<file path="src/rtl/tod_pkg.sv">
// Package: shared sizes, field indices, masks and BCD increment helpers
// for the time-of-day clock. Assumes 8-bit bus bytes and four fields.
package tod_pkg;

    localparam int unsigned BYTE_W     = 8;
    localparam int unsigned NUM_FIELDS = 4;
    localparam int unsigned ADDR_W     = $clog2(NUM_FIELDS);

    localparam int unsigned F_TENTHS = 0;
    localparam int unsigned F_SEC    = 1;
    localparam int unsigned F_MIN    = 2;
    localparam int unsigned F_HOUR   = 3;

    typedef logic [NUM_FIELDS-1:0][BYTE_W-1:0] tod_bytes_t;

    // Storage mask for a field index
    function automatic logic [BYTE_W-1:0] field_mask(input int unsigned idx);
        case (idx)
            F_TENTHS: field_mask = 8'h0F;
            F_SEC:    field_mask = 8'h7F;
            F_MIN:    field_mask = 8'h7F;
            default:  field_mask = 8'h9F;
        endcase
    endfunction

    // Tenths step: returns {carry, next}
    function automatic logic [BYTE_W:0] tenths_inc(input logic [BYTE_W-1:0] v);
        logic [4:0] lo;
        lo = {1'b0, v[3:0]} + 5'd1;
        if (lo > 5'd9) tenths_inc = {1'b1, 8'h00};
        else           tenths_inc = {1'b0, 4'h0, lo[3:0]};
    endfunction

    // Two-digit base-60 BCD step: returns {carry, next}
    function automatic logic [BYTE_W:0] sexa_inc(input logic [BYTE_W-1:0] v);
        logic [4:0] lo;
        logic [3:0] hi;
        lo = {1'b0, v[3:0]} + 5'd1;
        hi = {1'b0, v[6:4]};
        if (lo > 5'd9) begin
            lo = 5'd0;
            hi = hi + 4'd1;
        end
        if (hi > 4'd5) sexa_inc = {1'b1, 8'h00};
        else           sexa_inc = {1'b0, 1'b0, hi[2:0], lo[3:0]};
    endfunction

    // 12-hour BCD step with PM toggle at the wrap past 11
    function automatic logic [BYTE_W-1:0] hour_inc(input logic [BYTE_W-1:0] v);
        logic [4:0] lo;
        logic [1:0] hi;
        logic [5:0] val;
        lo = {1'b0, v[3:0]} + 5'd1;
        hi = {1'b0, v[4]};
        if (lo > 5'd9) begin
            lo = 5'd0;
            hi = hi + 2'd1;
        end
        val = {hi, lo[3:0]};
        if (val > 6'h11) hour_inc = {~v[7], 7'h00};
        else             hour_inc = {v[7], 2'b00, val[4:0]};
    endfunction

endpackage

</file>
<file path="src/rtl/tod_prescaler.sv">
// Module: tod_prescaler
// Divides accepted mains ticks down to tenth-of-second advances. The
// count sits at zero after reset; a step at zero advances and reloads.
// Assumes step_i is already qualified (clock running, no write collision).
module tod_prescaler #(
    parameter int unsigned DIV_FAST = 5,
    parameter int unsigned DIV_SLOW = 6,
    localparam int unsigned CNT_W   = $clog2(DIV_SLOW)
) (
    input  logic             clk,
    input  logic             rst_n,
    input  logic             step_i,
    input  logic             fast_i,
    output logic             adv_o,
    output logic [CNT_W-1:0] cnt_o
);

    localparam logic [CNT_W-1:0] RELOAD_FAST = CNT_W'(DIV_FAST - 1);
    localparam logic [CNT_W-1:0] RELOAD_SLOW = CNT_W'(DIV_SLOW - 1);

    logic [CNT_W-1:0] cnt_q;

    // Advance exactly when a step arrives with the count exhausted
    always_comb adv_o = step_i && (cnt_q == '0);

    // Decrement on each step, reload on the advancing step
    always_ff @(posedge clk) begin
        if (!rst_n) begin
            cnt_q <= '0;
        end else if (step_i) begin
            if (cnt_q == '0) cnt_q <= fast_i ? RELOAD_FAST : RELOAD_SLOW;
            else             cnt_q <= cnt_q - 1'b1;
        end
    end

    assign cnt_o = cnt_q;

endmodule

</file>
<file path="src/rtl/tod_time_regs.sv">
// Module: tod_time_regs
// Holds the live time bytes and the run/halt flag. A bus write has
// priority over an advance. Exposes the post-advance value so that the
// alarm comparator can match it in the same cycle.
module tod_time_regs
    import tod_pkg::*;
(
    input  logic              clk,
    input  logic              rst_n,
    input  logic              adv_i,
    input  logic              wr_i,
    input  logic [ADDR_W-1:0] addr_i,
    input  logic [BYTE_W-1:0] wdata_i,
    output tod_bytes_t        time_o,
    output tod_bytes_t        next_o,
    output logic              running_o
);

    tod_bytes_t  time_q;
    tod_bytes_t  inc_val;
    logic [BYTE_W:0] t_step, s_step, m_step;
    logic        running_q;

    // Carry chain: each field steps only when all lower fields wrap
    always_comb begin
        t_step = tenths_inc(time_q[F_TENTHS]);
        s_step = sexa_inc(time_q[F_SEC]);
        m_step = sexa_inc(time_q[F_MIN]);
        inc_val = time_q;
        inc_val[F_TENTHS] = t_step[BYTE_W-1:0];
        if (t_step[BYTE_W]) begin
            inc_val[F_SEC] = s_step[BYTE_W-1:0];
            if (s_step[BYTE_W]) begin
                inc_val[F_MIN] = m_step[BYTE_W-1:0];
                if (m_step[BYTE_W]) inc_val[F_HOUR] = hour_inc(time_q[F_HOUR]);
            end
        end
    end

    // Value the registers take after this cycle's advance, if any
    always_comb next_o = adv_i ? inc_val : time_q;

    // Per-field storage: write wins, else advance, else hold
    for (genvar g = 0; g < NUM_FIELDS; g++) begin : g_field
        always_ff @(posedge clk) begin
            if (!rst_n)
                time_q[g] <= '0;
            else if (wr_i && (addr_i == ADDR_W'(g)))
                time_q[g] <= wdata_i & field_mask(g);
            else if (!wr_i && adv_i)
                time_q[g] <= inc_val[g];
        end
    end

    // Run flag: hours write halts, tenths write restarts
    always_ff @(posedge clk) begin
        if (!rst_n)
            running_q <= 1'b1;
        else if (wr_i && (addr_i == ADDR_W'(F_HOUR)))
            running_q <= 1'b0;
        else if (wr_i && (addr_i == ADDR_W'(F_TENTHS)))
            running_q <= 1'b1;
    end

    assign time_o    = time_q;
    assign running_o = running_q;

endmodule

</file>
<file path="src/rtl/tod_alarm_unit.sv">
// Module: tod_alarm_unit
// Stores the alarm bytes and raises a one-cycle pulse when an advance
// produces a time equal to them. Assumes next_i is the post-advance value.
module tod_alarm_unit
    import tod_pkg::*;
(
    input  logic              clk,
    input  logic              rst_n,
    input  logic              wr_i,
    input  logic [ADDR_W-1:0] addr_i,
    input  logic [BYTE_W-1:0] wdata_i,
    input  logic              adv_i,
    input  tod_bytes_t        next_i,
    output logic              alarm_o
);

    tod_bytes_t alarm_q;
    logic [NUM_FIELDS-1:0] field_eq;

    // Alarm byte storage, masked like the time bytes
    for (genvar g = 0; g < NUM_FIELDS; g++) begin : g_alm
        always_ff @(posedge clk) begin
            if (!rst_n)
                alarm_q[g] <= '0;
            else if (wr_i && (addr_i == ADDR_W'(g)))
                alarm_q[g] <= wdata_i & field_mask(g);
        end
        always_comb field_eq[g] = (next_i[g] == alarm_q[g]);
    end

    // Pulse register: set only by an advance that lands on the alarm
    always_ff @(posedge clk) begin
        if (!rst_n) alarm_o <= 1'b0;
        else        alarm_o <= adv_i && (&field_eq);
    end

endmodule

</file>
<file path="src/rtl/tod_read_view.sv">
// Module: tod_read_view
// Presents time bytes to the bus. A read strobe on hours snapshots all
// bytes and freezes the view; a read strobe on tenths releases it.
module tod_read_view
    import tod_pkg::*;
(
    input  logic              clk,
    input  logic              rst_n,
    input  logic              rd_i,
    input  logic [ADDR_W-1:0] addr_i,
    input  tod_bytes_t        live_i,
    output logic [BYTE_W-1:0] rdata_o,
    output logic              frozen_o,
    output tod_bytes_t        snap_o
);

    tod_bytes_t snap_q;
    logic       frozen_q;
    logic       take_snap;

    // Snapshot only on the first hours read of a freeze
    always_comb take_snap = rd_i && (addr_i == ADDR_W'(F_HOUR)) && !frozen_q;

    // Snapshot registers, one per field
    for (genvar g = 0; g < NUM_FIELDS; g++) begin : g_snap
        always_ff @(posedge clk) begin
            if (!rst_n)         snap_q[g] <= '0;
            else if (take_snap) snap_q[g] <= live_i[g];
        end
    end

    // Freeze flag: set by an hours read, cleared by a tenths read
    always_ff @(posedge clk) begin
        if (!rst_n)
            frozen_q <= 1'b0;
        else if (rd_i && (addr_i == ADDR_W'(F_HOUR)))
            frozen_q <= 1'b1;
        else if (rd_i && (addr_i == ADDR_W'(F_TENTHS)))
            frozen_q <= 1'b0;
    end

    // Byte mux from the frozen or the live set
    always_comb rdata_o = frozen_q ? snap_q[addr_i] : live_i[addr_i];

    assign frozen_o = frozen_q;
    assign snap_o   = snap_q;

endmodule

</file>
<file path="src/rtl/tod_clock.sv">
// Module: tod_clock (top)
// 12-hour BCD time-of-day clock with alarm. Combines the prescaler, the
// time registers, the alarm unit and the read view. Assumes tick_i is a
// clean single-cycle pulse synchronous to clk.
module tod_clock
    import tod_pkg::*;
#(
    parameter int unsigned DIV_FAST = 5,
    parameter int unsigned DIV_SLOW = 6,
    localparam int unsigned CNT_W   = $clog2(DIV_SLOW)
) (
    input  logic              clk,
    input  logic              rst_n,
    input  logic              tick_i,
    input  logic              freq50_i,
    input  logic              alarm_sel_i,
    input  logic              wr_en_i,
    input  logic              rd_en_i,
    input  logic [ADDR_W-1:0] addr_i,
    input  logic [BYTE_W-1:0] wdata_i,
    output logic [BYTE_W-1:0] rdata_o,
    output logic              alarm_o
);

    logic             wr_time, wr_alarm;
    logic             running, step, adv;
    logic [CNT_W-1:0] presc_cnt;
    tod_bytes_t       live_time, next_time, snap;
    logic             frozen;

    // Route a write to one register set
    always_comb begin
        wr_time  = wr_en_i && !alarm_sel_i;
        wr_alarm = wr_en_i &&  alarm_sel_i;
    end

    // Accept a tick only while running and not colliding with a time write
    always_comb step = tick_i && running && !wr_time;

    tod_prescaler #(
        .DIV_FAST(DIV_FAST),
        .DIV_SLOW(DIV_SLOW)
    ) u_presc (
        .clk    (clk),
        .rst_n  (rst_n),
        .step_i (step),
        .fast_i (freq50_i),
        .adv_o  (adv),
        .cnt_o  (presc_cnt)
    );

    tod_time_regs u_time (
        .clk       (clk),
        .rst_n     (rst_n),
        .adv_i     (adv),
        .wr_i      (wr_time),
        .addr_i    (addr_i),
        .wdata_i   (wdata_i),
        .time_o    (live_time),
        .next_o    (next_time),
        .running_o (running)
    );

    tod_alarm_unit u_alarm (
        .clk     (clk),
        .rst_n   (rst_n),
        .wr_i    (wr_alarm),
        .addr_i  (addr_i),
        .wdata_i (wdata_i),
        .adv_i   (adv),
        .next_i  (next_time),
        .alarm_o (alarm_o)
    );

    tod_read_view u_view (
        .clk      (clk),
        .rst_n    (rst_n),
        .rd_i     (rd_en_i),
        .addr_i   (addr_i),
        .live_i   (live_time),
        .rdata_o  (rdata_o),
        .frozen_o (frozen),
        .snap_o   (snap)
    );

endmodule

</file>
<file path="config.mk">
export PLATFORM = sky130hd
export DESIGN_NAME = tod_clock
export DESIGN_NICKNAME = d
export VERILOG_FILES = /design/src/rtl/tod_pkg.sv /design/src/rtl/tod_prescaler.sv /design/src/rtl/tod_time_regs.sv /design/src/rtl/tod_alarm_unit.sv /design/src/rtl/tod_read_view.sv /design/src/rtl/tod_clock.sv
export SDC_FILE = /design/constraint.sdc
export NUM_CORES = 1
export LEC_CHECK = 0
export BUFFER_PORTS_ARGS = -buffer_cell sky130_fd_sc_hd__buf_2
export CAP_MARGIN = 20
export CORE_ASPECT_RATIO = 0.9
export CORE_MARGIN = 2
export CORE_UTILIZATION = 55
export CTS_CLUSTER_SIZE = 40
export DETAILED_ROUTE_END_ITERATION = 8
export PLACE_DENSITY = 0.73
export SETUP_SLACK_MARGIN = 0.1
export SKIP_LAST_GASP = 1
export SLEW_MARGIN = 10
export SYNTH_ARGS = -nofsm -noshare
export SYNTH_HDL_FRONTEND = slang
export SYNTH_SLANG_ARGS = --single-unit
</file>
<file path="constraint.sdc">
create_clock -name clk -period 3.3 [get_ports clk]
set_input_delay 0.66 -clock clk [delete_from_list [all_inputs] [get_ports clk]]
set_output_delay 0.66 -clock clk [all_outputs]
set_load 0.01 [all_outputs]
</file>
## Word level (Yosys, flattened, before mapping)

Cells that the tools add are included.

- Register bits: 94
- Output and inout port bits: 9

- Order comparisons: 8
- Mux-type cells: 39
- Equality and inequality tests: 7
- Reductions and logical operators: 34
- Bitwise logic cells: 2
- Add/sub/neg operators: 8

Operators by type and width:

| kind | number |
|---|---|
| two-way mux 8 bit | 7 |
| two-way mux 4 bit | 10 |
| binary-select mux 8 bit (select 2 bit) | 2 |
| two-way mux 32 bit | 1 |
| two-way mux 7 bit | 4 |
| two-way mux 9 bit | 3 |
| two-way mux 24 bit | 1 |
| adder 4 x 1 -> 5 bit, second input constant | 4 |
| greater-than comparator 5 x 4 -> 1 bit, second input constant | 4 |
| logical AND 1 bit | 18 |
| equality test 8 x 7 -> 1 bit | 2 |
| two-way mux 16 bit | 1 |
| nonzero test 2 bit | 6 |
| adder 3 x 1 -> 4 bit, second input constant | 2 |
| equality test 8 x 4 -> 1 bit | 1 |
| equality test 8 bit | 1 |
| greater-than comparator 4 x 3 -> 1 bit, second input constant | 2 |
| two-way mux 2 bit | 4 |
| OR reduction 2 bit | 4 |
| greater-than comparator 6 x 5 -> 1 bit, second input constant | 1 |
| two-way mux 1 bit | 5 |
| equality test 2 bit, second input constant | 2 |
| AND reduction 4 bit | 1 |
| logical NOT 1 bit | 3 |
| other kinds (8) | 9 |

## Depth between registers and ports, before layout

Gate-level depths: netlist (run 1).

- Word-level depth: 17
- Depth in mapped cells: 16

## Cells and area by module

From an unflattened synthesis (run 1), not the netlist that was laid out.

- Cells, all modules: 700
- Area total of the unflattened synthesis: 6015.8 µm²

Modules (own cells, without submodules):

| module | cells each | area each (µm²) | instances |
|---|---|---|---|
| tod_time_regs | 388 | 2803.9 | 1 |
| tod_read_view | 175 | 1780.5 | 1 |
| tod_alarm_unit | 117 | 1248.7 | 1 |
| tod_prescaler | 16 | 151.4 | 1 |
| tod_clock | 4 | 31.3 | 1 |

## Worst setup path before layout (run 1)

OpenSTA, ideal clock, no wires.

- Path kind: reg2reg
- Start point: register u_time.time_q (netlist bit u_time.time_o[24])
- End point: register u_alarm.alarm_o
- Arrival time: 2.897 ns
- Cell stages (with the launch flop): 17
- Path slack: 0.315 ns
- Library setup time: 0.088 ns
- Period minus slack after synthesis: 2.985 ns
- Cells stage by stage: dfxtp_1 > inv_1 > ha_1 > nor2b_1 > o21ai_0 > nand2_1 > inv_1 > ha_1 > inv_1 > a31oi_1 > o311ai_0 > o2111ai_1 > mux2_4 > xnor2_1 > a2111oi_2 > nand4_1 > nor4_2

- Cells in the longest elaborated chain, start to end: 15
- Elaborated cells between the ends (all ways): 19
- Those cells by class: 1 x add/sub; 2 x order compare; 1 x eq/ne; 13 x mux; 2 x reduce/logical

RTL lines:

| element | RTL line | text |
|---|---|---|
| start: declaration | tod_time_regs.sv:19 | `tod_bytes_t time_q;` |
| start signal: indexed assignment | tod_time_regs.sv:49 | `time_q[g] <= wdata_i & field_mask(g);` |
| start signal: indexed assignment | tod_time_regs.sv:51 | `time_q[g] <= inc_val[g];` |
| adder 4 x 1 -> 5 bit | tod_pkg.sv:53 | `lo = {1'b0, v[3:0]} + 5'd1;` |
| greater-than comparator 5 x 4 -> 1 bit | tod_pkg.sv:55 | `if (lo > 5'd9) begin` |
| two-way mux 4 bit or two-way mux 2 bit (tied branches) | tod_pkg.sv:55 |  |
| two-way mux 4 bit or two-way mux 2 bit (tied branches) | tod_time_regs.sv:35 | `if (m_step[BYTE_W]) inc_val[F_HOUR] = hour_inc(time_q[F_HOUR]);` |
| two-way mux 4 bit or two-way mux 2 bit (tied branches) | tod_time_regs.sv:33 | `if (s_step[BYTE_W]) begin` |
| two-way mux 4 bit or two-way mux 2 bit (tied branches) | tod_time_regs.sv:31 | `if (t_step[BYTE_W]) begin` |
| greater-than comparator 6 x 5 -> 1 bit | tod_pkg.sv:60 | `if (val > 6'h11) hour_inc = {~v[7], 7'h00};` |
| two-way mux 8 bit | tod_pkg.sv:60 |  |
| two-way mux 8 bit | tod_time_regs.sv:35 |  |
| two-way mux 16 bit | tod_time_regs.sv:33 |  |
| two-way mux 24 bit | tod_time_regs.sv:31 |  |
| two-way mux 32 bit (*) | tod_time_regs.sv:41 | `always_comb next_o = adv_i ? inc_val : time_q;` |
| equality test 8 bit (*) | tod_alarm_unit.sv:28 | `always_comb field_eq[g] = (next_i[g] == alarm_q[g]);` |
| AND reduction 4 bit (*) | tod_alarm_unit.sv:34 | `else alarm_o <= adv_i && (&field_eq);` |
| logical AND 1 bit (*) | tod_alarm_unit.sv:34 |  |
| end signal: assignment | tod_alarm_unit.sv:34 |  |
| end: declaration | tod_alarm_unit.sv:14 | `output logic alarm_o` |

Mark *: on every way between the ends. The rest lies on a longest branch, timed or not. The select of a mux whose other input is x is not followed.
A chain may end at the register's enable or synchronous reset.

## Worst setup path in the final report (run 1)

- Start point: register u_time.time_q (netlist bit u_time.time_o[0])
- End point: register u_alarm.alarm_o

- Cells in the longest elaborated chain, start to end: 8
- Elaborated cells between the ends (all ways): 11
- Those cells by class: 1 x add/sub; 1 x order compare; 4 x eq/ne; 3 x mux; 2 x reduce/logical

RTL lines:

| element | RTL line | text |
|---|---|---|
| adder 4 x 1 -> 5 bit | tod_pkg.sv:29 | `lo = {1'b0, v[3:0]} + 5'd1;` |
| greater-than comparator 5 x 4 -> 1 bit | tod_pkg.sv:30 | `if (lo > 5'd9) tenths_inc = {1'b1, 8'h00};` |
| two-way mux 9 bit | tod_pkg.sv:30 |  |
| two-way mux 24 bit | tod_time_regs.sv:31 |  |
| two-way mux 32 bit (*) | tod_time_regs.sv:41 |  |
| equality test 8 x 7 -> 1 bit or equality test 8 bit (tied branches) | tod_alarm_unit.sv:28 |  |
| AND reduction 4 bit (*) | tod_alarm_unit.sv:34 |  |
| logical AND 1 bit (*) | tod_alarm_unit.sv:34 |  |

Mark *: on every way between the ends. The rest lies on a longest branch, timed or not.

==> results.sh, run 1 <==
export IMPL_ant_nets=0
export IMPL_rsz0062_at_grt="no"
export IMPL_nets=740
export IMPL_clockRootBuffer="clkbuf_8"
export IMPL_synth_compound_area_frac=0.2225
export IMPL_path_delay_family="simple AND/OR/NAND/NOR gates"
export IMPL_startpoint_type="flop"
export IMPL_synth_top_family_by_area="simple AND/OR/NAND/NOR gates"
export IMPL_ys_seq_area_frac=0.3226
export IMPL_critPathBufInv=2
export IMPL_worst_pin_slew_ns=0.9406
export IMPL_drtIter0Drc=548
export IMPL_cts_buffer_depth=2
export IMPL_grt_pass1_vias=4788
export IMPL_synth_xor_area_frac=0.03938
export IMPL_crit_arrival_ns=3.43
export IMPL_crit_cells=12
export IMPL_synth_edff_count=0
export IMPL_dp_final_hpwl_um=12050
export IMPL_crit_required_ns=3.59
export IMPL_die_area_mm2=0.01051
export IMPL_routed_wl_um=16560
export IMPL_p_leak_nw=2.312
export IMPL_ir_drop_uv=364.6
export IMPL_yosys_register_bits=86
export IMPL_r2r_cells=12
export IMPL_min_path_type="flop to flop"
export IMPL_intPower_mw=1.613
export IMPL_synth_fp_nets=698
export IMPL_worstPathMaxFanout=8
export IMPL_cts_buffers=9
export IMPL_final_common_cell="nand2_1"
export IMPL_grt_ovfl_total=0
export IMPL_die_h_um=97.46
export IMPL_status="finished, final reports clean"
export IMPL_cts_sinks=86
export IMPL_finalMaxSlewViolations=0
export IMPL_drive_gt1_frac=0.2137
export IMPL_yosysWarnings=0
export IMPL_port_buffer_count=25
export IMPL_row_count=34
export IMPL_worstHoldEndpoint="u_view.snap_o[30]$_SDFFE_PN0P_"
export IMPL_cts_hold_buf=0
export IMPL_hold_viol=0
export IMPL_ys_async_sr_fraction=0
export IMPL_post_route_min_period_ns=3.144
export IMPL_drv_cap=0
export IMPL_finalClockSkew_ns=0.01112
export IMPL_n_antenna_cell=0
export IMPL_start_util=0.5576
export IMPL_crit_chain="ha_1 > nand2b_1 > mux2_2 > and3_4 > buf_4 > a31oi_1 > xor2_1 > o21ai_0 > nor4_2 > buf_4 > nand4_1 > nor4_2"
export IMPL_via_per_inst=6.205
export IMPL_post_route_period_util=0.9528
export IMPL_power_frac_comb=0.182
export IMPL_hold_path_cell_count=2
export IMPL_chipWidth_um=107.8
export IMPL_crit_type="flop to flop"
export IMPL_slew_limit_headroom=0.3729
export IMPL_drc=0
export IMPL_synthesis_instances=669
export IMPL_syn_area_mm2=0.005338
export IMPL_power_density_mw_per_mm2=380.0
export IMPL_finalSetupViolCount=0
export IMPL_track_usage=0.3174
export IMPL_antenna_found_initial=0
export IMPL_rr_endpoint="u_alarm.alarm_o$_SDFF_PN0_"
export IMPL_cts_tree="yes"
export IMPL_routed_via_count=5225
export IMPL_clk_pin_slew_ns=0.09
export IMPL_synth_area_per_cell_um2=7.979
export IMPL_grt_pass1_wl_um=25620
export IMPL_yosysUniqueCellTypes=68
export IMPL_dr_pass1_iters=6
export IMPL_place_congestion=0.9962
export IMPL_fin_tns_setup_ns=0
export IMPL_synthToLayoutAreaGrowth_pct=15.35
export IMPL_r2r_start="u_time.time_o[0]$_SDFFE_PN0P_"
export IMPL_synth_simple_gate_area_frac=0.2250
export IMPL_ys_flop_type="dfxtp_1"
export IMPL_hold_start="u_view.snap_o[30]$_SDFFE_PN0P_"
export IMPL_p_sw_mw=0.7270
export IMPL_power_share_clock=0.340
export IMPL_r2r_setup_slack_ns=0.16
export IMPL_grt_max_degree=72
export IMPL_yosys_mux_area_fraction=0.1149
export IMPL_io_pins=26
export IMPL_worstSetupEndpointType="flop"
export IMPL_wl_per_cell_um=19.67
export IMPL_whs_ns=0.4563
export IMPL_swShare=0.3107
export IMPL_htreeDepth=3
export IMPL_power_frac_seq=0.478
export IMPL_core_area_mm2=0.009572
export IMPL_cpMaxStageDelayCell="dfxtp_4"
export IMPL_synthAdderAreaFrac=0.02813
export IMPL_cp_slowest_stage_delay_ns=0.38
export IMPL_max_clock_freq_mhz=318.1
export IMPL_clk_latency_ns=0.38
export IMPL_layout_common_cells="nand2_1 (106), dfxtp_1 (78), a21oi_1 (64)"
flip-flops by register name, indices dropped and copies added (netlist names):
signal	cells
u_alarm.alarm_o	1
u_alarm.alarm_q	24
u_presc.cnt_o	3
u_time.running_o	1
u_time.time_o	28
u_view.frozen_o	1
u_view.snap_o	28
Yosys cell counts (4+ instances only):
| cell | instances | area [µm²] |
|---|---|---|
| a211oi_1 | 12 | 90.09 |
| a21oi_1 | 66 | 330.3 |
| a221oi_1 | 4 | 35.03 |
| a22oi_1 | 10 | 75.07 |
| a31oi_1 | 9 | 56.30 |
| and2_1 | 4 | 25.02 |
| and3_1 | 5 | 31.28 |
| buf_2 | 8 | 40.04 |
| clkbuf_1 | 26 | 97.59 |
| dfxtp_1 | 86 | 1722 |
| ha_1 | 12 | 150.1 |
| inv_1 | 20 | 75.07 |
| mux2_2 | 14 | 157.7 |
| mux2i_1 | 26 | 260.3 |
| mux4_2 | 8 | 180.2 |
| nand2_1 | 106 | 397.9 |
| nand2b_1 | 6 | 37.54 |
| nand3_1 | 22 | 110.1 |
| nand4_1 | 7 | 43.79 |
| nor2_1 | 53 | 198.9 |
| nor2b_1 | 13 | 81.33 |
| nor3_1 | 10 | 50.05 |
| nor4_1 | 5 | 31.28 |
| o2111ai_1 | 4 | 35.03 |
| o21ai_0 | 32 | 160.2 |
| or3_1 | 5 | 31.28 |
| xnor2_1 | 9 | 78.83 |
| xor2_1 | 15 | 131.4 |
logic make-up after synthesis:
group / Yosys count
multiplexers: 49
flip-flops: 86
AO/OA/AOI/OAI: 181
AND/OR/NAND/NOR: 256
buffers and inverters: 61
XOR/XNOR: 24
adder cells (fa/ha/maj): 12
metrics by stage:
step                area [µm²]  std cells  power, mW    util  worst slack (ns)
global placement          5758        821      1.531  0.6016           0.07664
floorplan                 5338        669      1.394       -            0.3148
finish                    6157        842      2.340  0.6433            0.1559
CTS                       5982        838      2.323  0.6250            0.1106
detailed placement        5758        821      1.538  0.6016           0.02850
global route              6157        842      2.435  0.6433           0.01713
cell type report:
| type | instances | area, µm² |
|---|---|---|
| Multi-Input combinational cell | 522 | 3501 |
| Fill cell | 882 | 3415 |
| Sequential cell | 86 | 1742 |
| Timing Repair Buffer | 71 | 470.5 |
| Tap cell | 126 | 157.7 |
| Clock buffer | 10 | 137.6 |
| Inverter | 21 | 78.83 |
| Clock inverter | 6 | 70.07 |
how the worst max path moves through the flow:
stage / from / end / slack [ns]
6_report: u_time.time_o[0]$_SDFFE_PN0P_ / u_alarm.alarm_o$_SDFF_PN0_ / 0.16
4_1_cts: u_time.time_o[9]$_SDFFE_PN0P_ / u_alarm.alarm_o$_SDFF_PN0_ / 0.11
5_1_grt: u_time.time_o[0]$_SDFFE_PN0P_ / u_alarm.alarm_o$_SDFF_PN0_ / 0.02
3_5_place_dp: u_time.time_o[8]$_SDFFE_PN0P_ / u_alarm.alarm_o$_SDFF_PN0_ / 0.03
2_1_floorplan: u_time.time_o[24]$_SDFFE_PN0P_ / u_alarm.alarm_o$_SDFF_PN0_ / 0.31
3_3_place_gp: alarm_sel_i / u_alarm.alarm_o$_SDFF_PN0_ / 0.08
worst reg2reg max path: stages (launching register included):
cell and delay (ns):
dfxtp_4 0.38, ha_1 0.24, nand2b_1 0.17, mux2_2 0.33, and3_4 0.25, buf_4 0.16
a31oi_1 0.28, xor2_1 0.21, o21ai_0 0.12, nor4_2 0.35, buf_4 0.17, nand4_1 0.11
nor4_2 0.28
per-layer routing:
metal / vias up / GRT usage / share of wire
met5: - / 0 / 0
met4: 0 / 0.1026 / 0.026
met3: 32 / 0.04695 / 0.081
met2: 215 / 0.4852 / 0.45
met1: 2480 / 0.4593 / 0.44
li1: 2498 / - / -
power by group through the flow:
| stage | Sequential, mW | Combinational [mW] | Clock (mW) |
|---|---|---|---|
| after floorplan | 1.11 | 0.282 | 0 |
| after global placement | 1.14 | 0.393 | 0 |
| after detailed placement | 1.14 | 0.398 | 0 |
| after CTS | 1.12 | 0.401 | 0.806 |
| after global routing | 1.12 | 0.459 | 0.852 |
| final | 1.12 | 0.425 | 0.796 |
timing repair:
action | 4_1_cts | 5_1_grt
resized for setup | 3 | 35
endpoints found under the setup margin | 1 | 1
hold endpoints to repair | 0 | 0
pin swaps | 1 | 10
buffers inserted | 1 | 4
(Power assumes the default switching activity.)
==> inputs of run 2 (changes only) <==
- CORE_MARGIN: 2 -> 1
==> run 2 against run 1 <==
  * Final area is 1.7% higher
  * Global-route usage increased by 2.2 points
  * First-iteration DRC count decreased by 18%
  * Non-clock buffer count increased by 9
  * Critical path depth shrank 1
  * Worst hold slack better by 0.0035 ns
  * Via count rose by 3.8%
  * Maximum frequency increased by 1.4%
  * Die area decreased by 3.9%
  * Clock power rose by 9.8%
  * Combinational power grew 4.7%
==> results.sh, run 2 (synthesis results as in run 1) <==
export IMPL_post_route_min_period_ns=3.102
export IMPL_slew_limit_headroom=0.3207
export IMPL_cts_sinks=86
export IMPL_dp_cells=821
export IMPL_swShare=0.3021
export IMPL_routed_via_count=5423
export IMPL_grt_ovfl_total=0
export IMPL_finalClockSkew_ns=0.01461
export IMPL_synthToLayoutAreaGrowth_pct=17.37
export IMPL_fill_cells=781
export IMPL_place_area_mm2=0.005783
export IMPL_drc=0
export IMPL_clk_latency_ns=0.37
export IMPL_track_usage=0.3390
export IMPL_ir_drop_uv=235.9
export IMPL_cts_buffer_depth=2
export IMPL_crit_required_ns=3.58
export IMPL_chipWidth_um=105.8
export IMPL_finalMaxSlewViolations=0
export IMPL_multi_input_area_mm2=0.003530
export IMPL_power_density_mw_per_mm2=389.2
export IMPL_antenna_found_initial=0
export IMPL_crit_arrival_ns=3.38
export IMPL_post_route_period_util=0.9400
export IMPL_status="finished, final reports clean"
export IMPL_power_frac_seq=0.459
export IMPL_drtIter0Drc=449
export IMPL_die_area_mm2=0.01010
export IMPL_power_share_clock=0.358
export IMPL_rsz0062_at_grt="no"
export IMPL_worst_pin_slew_ns=1.019
export IMPL_hold_viol=0
export IMPL_drive_gt1_frac=0.2262
export IMPL_p_sw_mw=0.7365
export IMPL_p_total_mw=2.438
export IMPL_crit_type="flop to flop"
export IMPL_row_count=33
export IMPL_clk_pin_slew_ns=0.10
export IMPL_startpoint_type="flop"
export IMPL_grt_pass1_wl_um=26310
export IMPL_fin_ws_ns=0.1980
export IMPL_worstPathMaxFanout=11
export IMPL_place_ws_ns=-0.04730
export IMPL_io_pins=26
export IMPL_layout_common_cells="nand2_1 (105), dfxtp_1 (78), a21oi_1 (65)"
export IMPL_cts_tree="yes"
export IMPL_intPower_mw=1.702
export IMPL_ant_nets=0
export IMPL_htreeDepth=3
export IMPL_whs_ns=0.4597
export IMPL_max_clock_freq_mhz=322.4
export IMPL_r2r_setup_slack_ns=0.20
export IMPL_core_area_mm2=0.009249
export IMPL_nets=749
export IMPL_worstSetupEndpointType="flop"
export IMPL_grt_pass1_vias=4990
export IMPL_fin_cells=847
export IMPL_port_buffer_count=25
export IMPL_drv_cap=0
export IMPL_start_util=0.5771
export IMPL_finalSetupViolCount=0
export IMPL_p_leak_nw=2.397
export IMPL_ff_latch_area_mm2=0.001737
export IMPL_place_congestion=0.9694
export IMPL_die_h_um=95.46
export IMPL_power_frac_comb=0.183
export IMPL_clockRootBuffer="clkbuf_8"
export IMPL_min_path_type="flop to flop"
export IMPL_dp_final_hpwl_um=12010
export IMPL_dr_pass1_iters=5
export IMPL_final_common_cell="nand2_1"
export IMPL_fin_area_mm2=0.006265
export IMPL_wl_per_cell_um=20.08
export IMPL_via_per_inst=6.403
export IMPL_grt_max_degree=72
export IMPL_cts_buffers=9
export IMPL_n_antenna_cell=0
export IMPL_routed_wl_um=17000
## run 2: timing repair
item,4_1_cts,5_1_grt
setup endpoints to repair,1,1
hold buffers,0,0
pin swaps,1,13
buffers inserted,0,10
gates resized for setup,3,37
## run 2: worst max-delay path: stages, from the launching register on
cell	delay, ns
dfxtp_1	0.60
nand3_2	0.22
mux2i_2	0.46
o31a_1	0.29
o221ai_4	0.17
buf_4	0.18
o21ai_0	0.08
o21ai_0	0.24
nor4_4	0.24
buf_4	0.15
nand4_1	0.10
nor4_2	0.28
## run 2: per-layer routing
layer  track usage  wire, µm
met1        0.4495      7249
met2        0.5501      7696
met3       0.06425      1402
met4        0.1273       655
met5             0         0
## run 2: worst paths after layout
check                                 start                              to  cells past startpoint
max          u_time.time_o[10]$_SDFFE_PN0P_      u_alarm.alarm_o$_SDFF_PN0_                     11
min reg2reg  u_view.snap_o[26]$_SDFFE_PN0P_  u_view.snap_o[26]$_SDFFE_PN0P_                      2
min          u_view.snap_o[26]$_SDFFE_PN0P_  u_view.snap_o[26]$_SDFFE_PN0P_                      2
max reg2reg  u_time.time_o[10]$_SDFFE_PN0P_      u_alarm.alarm_o$_SDFF_PN0_                     11
## run 2: final cells by class
class	count	area share
well taps	122	0.02437
inverters	21	0.01258
repair buffers	80	0.08588
flip-flops and latches	86	0.2772
clock inverters	6	0.01458
clock buffers	10	0.02197
multi-input cells	522	0.5634
## run 2: per-stage QoR
step	setup TNS, ns	util
global route	0	0.6774
detailed placement	-0.04730	0.6253
global placement	0	0.6253
floorplan	0	-
finish	0	0.6774
CTS	0	0.6503
## run 2: power by group through the flow
stage	Sequential [mW]	Clock (mW)	Combinational [mW]
6_report	1.12	0.874	0.445
5_1_grt	1.12	0.929	0.479
4_1_cts	1.12	0.879	0.409
3_5_place_dp	1.14	0	0.405
3_3_place_gp	1.14	0	0.397
2_1_floorplan	1.11	0	0.282
==> inputs of run 3 (changes only) <==
- ABC_AREA: default -> 1
- CAP_MARGIN: 20 -> default
==> run 3 against run 2 <==
  * Register-to-register slack better by 0.30 ns
  * First-iteration DRC count up 14%
  * Sequential cell count unchanged
  * Worst hold slack better by 0.015 ns
  * Largest cell class unchanged
  * Die area down 5.3%
  * Power up 0.83%
  * Utilization down 4.4 points
  * Synthesized cell count up 16%
  * Clock-buffer cell count up 1
  * Clock skew down 0.0063 ns
==> results.sh, run 3 <==
export IMPL_status="finished, final reports clean"
export IMPL_drive_gt1_frac=0.09714
export IMPL_synthToLayoutAreaGrowth_pct=9.519
export IMPL_post_cts_resized=0
export IMPL_cts_tree="yes"
export IMPL_synth_area_leaders="dfxtp_1 (34%), nand2_1 (14%), o21ai_0 (7.6%)"
export IMPL_dp_cells=906
export IMPL_cts_buffers=9
export IMPL_grt_ovfl_total=0
export IMPL_routed_via_count=5228
export IMPL_synth_area_per_cell_um2=6.513
export IMPL_synthesis_instances=775
export IMPL_power_density_mw_per_mm2=444.7
export IMPL_finalClockSkew_ns=0.008264
export IMPL_clockRootBuffer="clkbuf_8"
export IMPL_yosysTopAreaCell="dfxtp_1"
export IMPL_p_leak_nw=2.595
export IMPL_ant_nets=0
export IMPL_r2r_setup_slack_ns=0.50
export IMPL_nets=827
export IMPL_hold_viol=0
export IMPL_ys_flop_type="dfxtp_1"
export IMPL_io_pins=26
export IMPL_drtIter0Drc=513
export IMPL_multi_input_area_mm2=0.002836
export IMPL_wl_per_cell_um=16.32
export IMPL_cts_hold_buf=0
export IMPL_core_area_mm2=0.008728
export IMPL_cts_buffer_depth=2
export IMPL_fin_ws_ns=0.4983
export IMPL_finalSetupViolCount=0
export IMPL_synthMostInstantiatedCell="nand2_1"
export IMPL_yosys_area_top_type_share=0.3411
export IMPL_yosysUniqueCellTypes=39
export IMPL_drc=0
export IMPL_ys_top_cells_by_count="nand2_1 (192), inv_1 (97), dfxtp_1 (86)"
export IMPL_dp_final_hpwl_um=11520
export IMPL_post_route_period_util=0.8490
export IMPL_gr_usage_met2=0.4933
export IMPL_worstPathMaxFanout=6
export IMPL_rsz0062_at_grt="no"
export IMPL_grt_pass1_wl_um=24010
export IMPL_synth_edff_count=0
export IMPL_yosysWarnings=0
export IMPL_die_h_um=92.88
export IMPL_place_ws_ns=0.5354
export IMPL_routed_wl_um=15050
export IMPL_row_count=32
export IMPL_grtUsageMet1=0.4906
export IMPL_clk_pin_slew_ns=0.09
export IMPL_finalMaxSlewViolations=0
export IMPL_ys_async_sr_fraction=0
export IMPL_whs_ns=0.4743
export IMPL_crit_type="flop to flop"
export IMPL_start_util=0.5783
export IMPL_dr_pass1_iters=6
export IMPL_fill_cells=880
export IMPL_fin_cells=922
export IMPL_htreeDepth=3
export IMPL_ys_seq_area_frac=0.3411
export IMPL_crit_required_ns=3.58
export IMPL_track_usage=0.3339
export IMPL_min_path_type="flop to flop"
export IMPL_worst_pin_slew_ns=0.4864
export IMPL_slew_limit_headroom=0.6753
export IMPL_startpoint_type="flop"
export IMPL_cts_setup_buffers=0
export IMPL_ff_latch_area_mm2=0.001722
export IMPL_antenna_found_initial=0
export IMPL_met3_usage=0.05283
export IMPL_grt_busiest_layer="met2"
export IMPL_post_route_min_period_ns=2.802
export IMPL_via_per_inst=5.670
export IMPL_final_common_cell="nand2_1"
export IMPL_chipWidth_um=103.0
export IMPL_clk_latency_ns=0.37
export IMPL_ir_drop_uv=262.8
export IMPL_grt_max_degree=53
export IMPL_yosys_register_bits=86
export IMPL_synth_fp_nets=804
export IMPL_fin_util=0.6333
export IMPL_port_buffer_count=25
export IMPL_grt_pass1_vias=4735
export IMPL_place_congestion=0.9719
export IMPL_drv_cap=0
export IMPL_cts_sinks=86
export IMPL_worstSetupEndpointType="flop"
export IMPL_layout_common_cells="nand2_1 (192), inv_1 (97), dfxtp_1 (86)"
export IMPL_max_clock_freq_mhz=356.9
export IMPL_fin_tns_setup_ns=0
export IMPL_n_antenna_cell=0
export IMPL_die_area_mm2=0.009565
export IMPL_crit_arrival_ns=3.08
export IMPL_syn_area_mm2=0.005047
-- run 3: worst paths after layout --
check / from / end / depth (start not counted)
hold / removal: u_time.running_o$_SDFFE_PN1P_ / u_time.running_o$_SDFFE_PN1P_ / 2
setup / recovery: u_time.time_o[24]$_SDFFE_PN0P_ / u_alarm.alarm_o$_SDFF_PN0_ / 20
setup reg to reg: u_time.time_o[24]$_SDFFE_PN0P_ / u_alarm.alarm_o$_SDFF_PN0_ / 20
hold reg to reg: u_time.running_o$_SDFFE_PN1P_ / u_time.running_o$_SDFFE_PN1P_ / 2
-- run 3: cell type report --
cell class	count	share of cell area
tap	119	0.02694
inverter	104	0.07062
clock buffer	11	0.02377
clock inverter	5	0.01924
multi-input combinational	563	0.5131
timing repair buffer	34	0.03486
sequential	86	0.3115
-- run 3: kinds of logic after synthesis --
logic type | Yosys count | share of synthesized area
XOR/XNOR | 5 | 0.008676
adder cells (fa/ha/maj) | 12 | 0.02975
AND/OR/NAND/NOR | 370 | 0.3250
buffers and inverters | 126 | 0.09742
AO/OA/AOI/OAI | 176 | 0.1981
flip-flops | 86 | 0.3411
-- run 3: stage by stage --
step / total power [mW] / instance area [µm²]
6_report: 2.458 / 5528
4_1_cts: 2.460 / 5528
3_3_place_gp: 1.559 / 5290
2_1_floorplan: 1.440 / 5047
3_5_place_dp: 1.566 / 5290
5_1_grt: 2.576 / 5528
-- run 3: critical path, cell delays in order, from the launching register on --
cell      delay [ns]
dfxtp_1         0.46
inv_1           0.16
ha_1            0.34
o21bai_1        0.15
nand2_1         0.07
nand2_1         0.11
nand2_1         0.10
ha_1            0.34
nand4_1         0.10
nand2_1         0.11
nand3b_1        0.09
inv_1           0.06
nand3_1         0.10
nand2_1         0.14
nand2_1         0.06
nand2_1         0.06
inv_1           0.04
nand2_1         0.09
nor2_1          0.06
nand2_1         0.05
nor2_1          0.03
-- run 3: routing by layer --
metal  vias to the layer above  routed length (µm)
met5                         -                   0
met4                         0                 374
met3                        35                1244
met2                       228                6272
met1                      2360                7159
li1                       2605                   -
-- run 3: where the power goes --
| group | total [mW] | switching, mW | leakage [nW] | internal, mW |
|---|---|---|---|---|
| combinational | 0.410 | 0.269 | 1.78 | 0.141 |
| sequential | 1.14 | 0.0563 | 0.701 | 1.09 |
| clock | 0.904 | 0.398 | 0.114 | 0.507 |
| total | 2.46 | 0.723 | 2.59 | 1.74 |
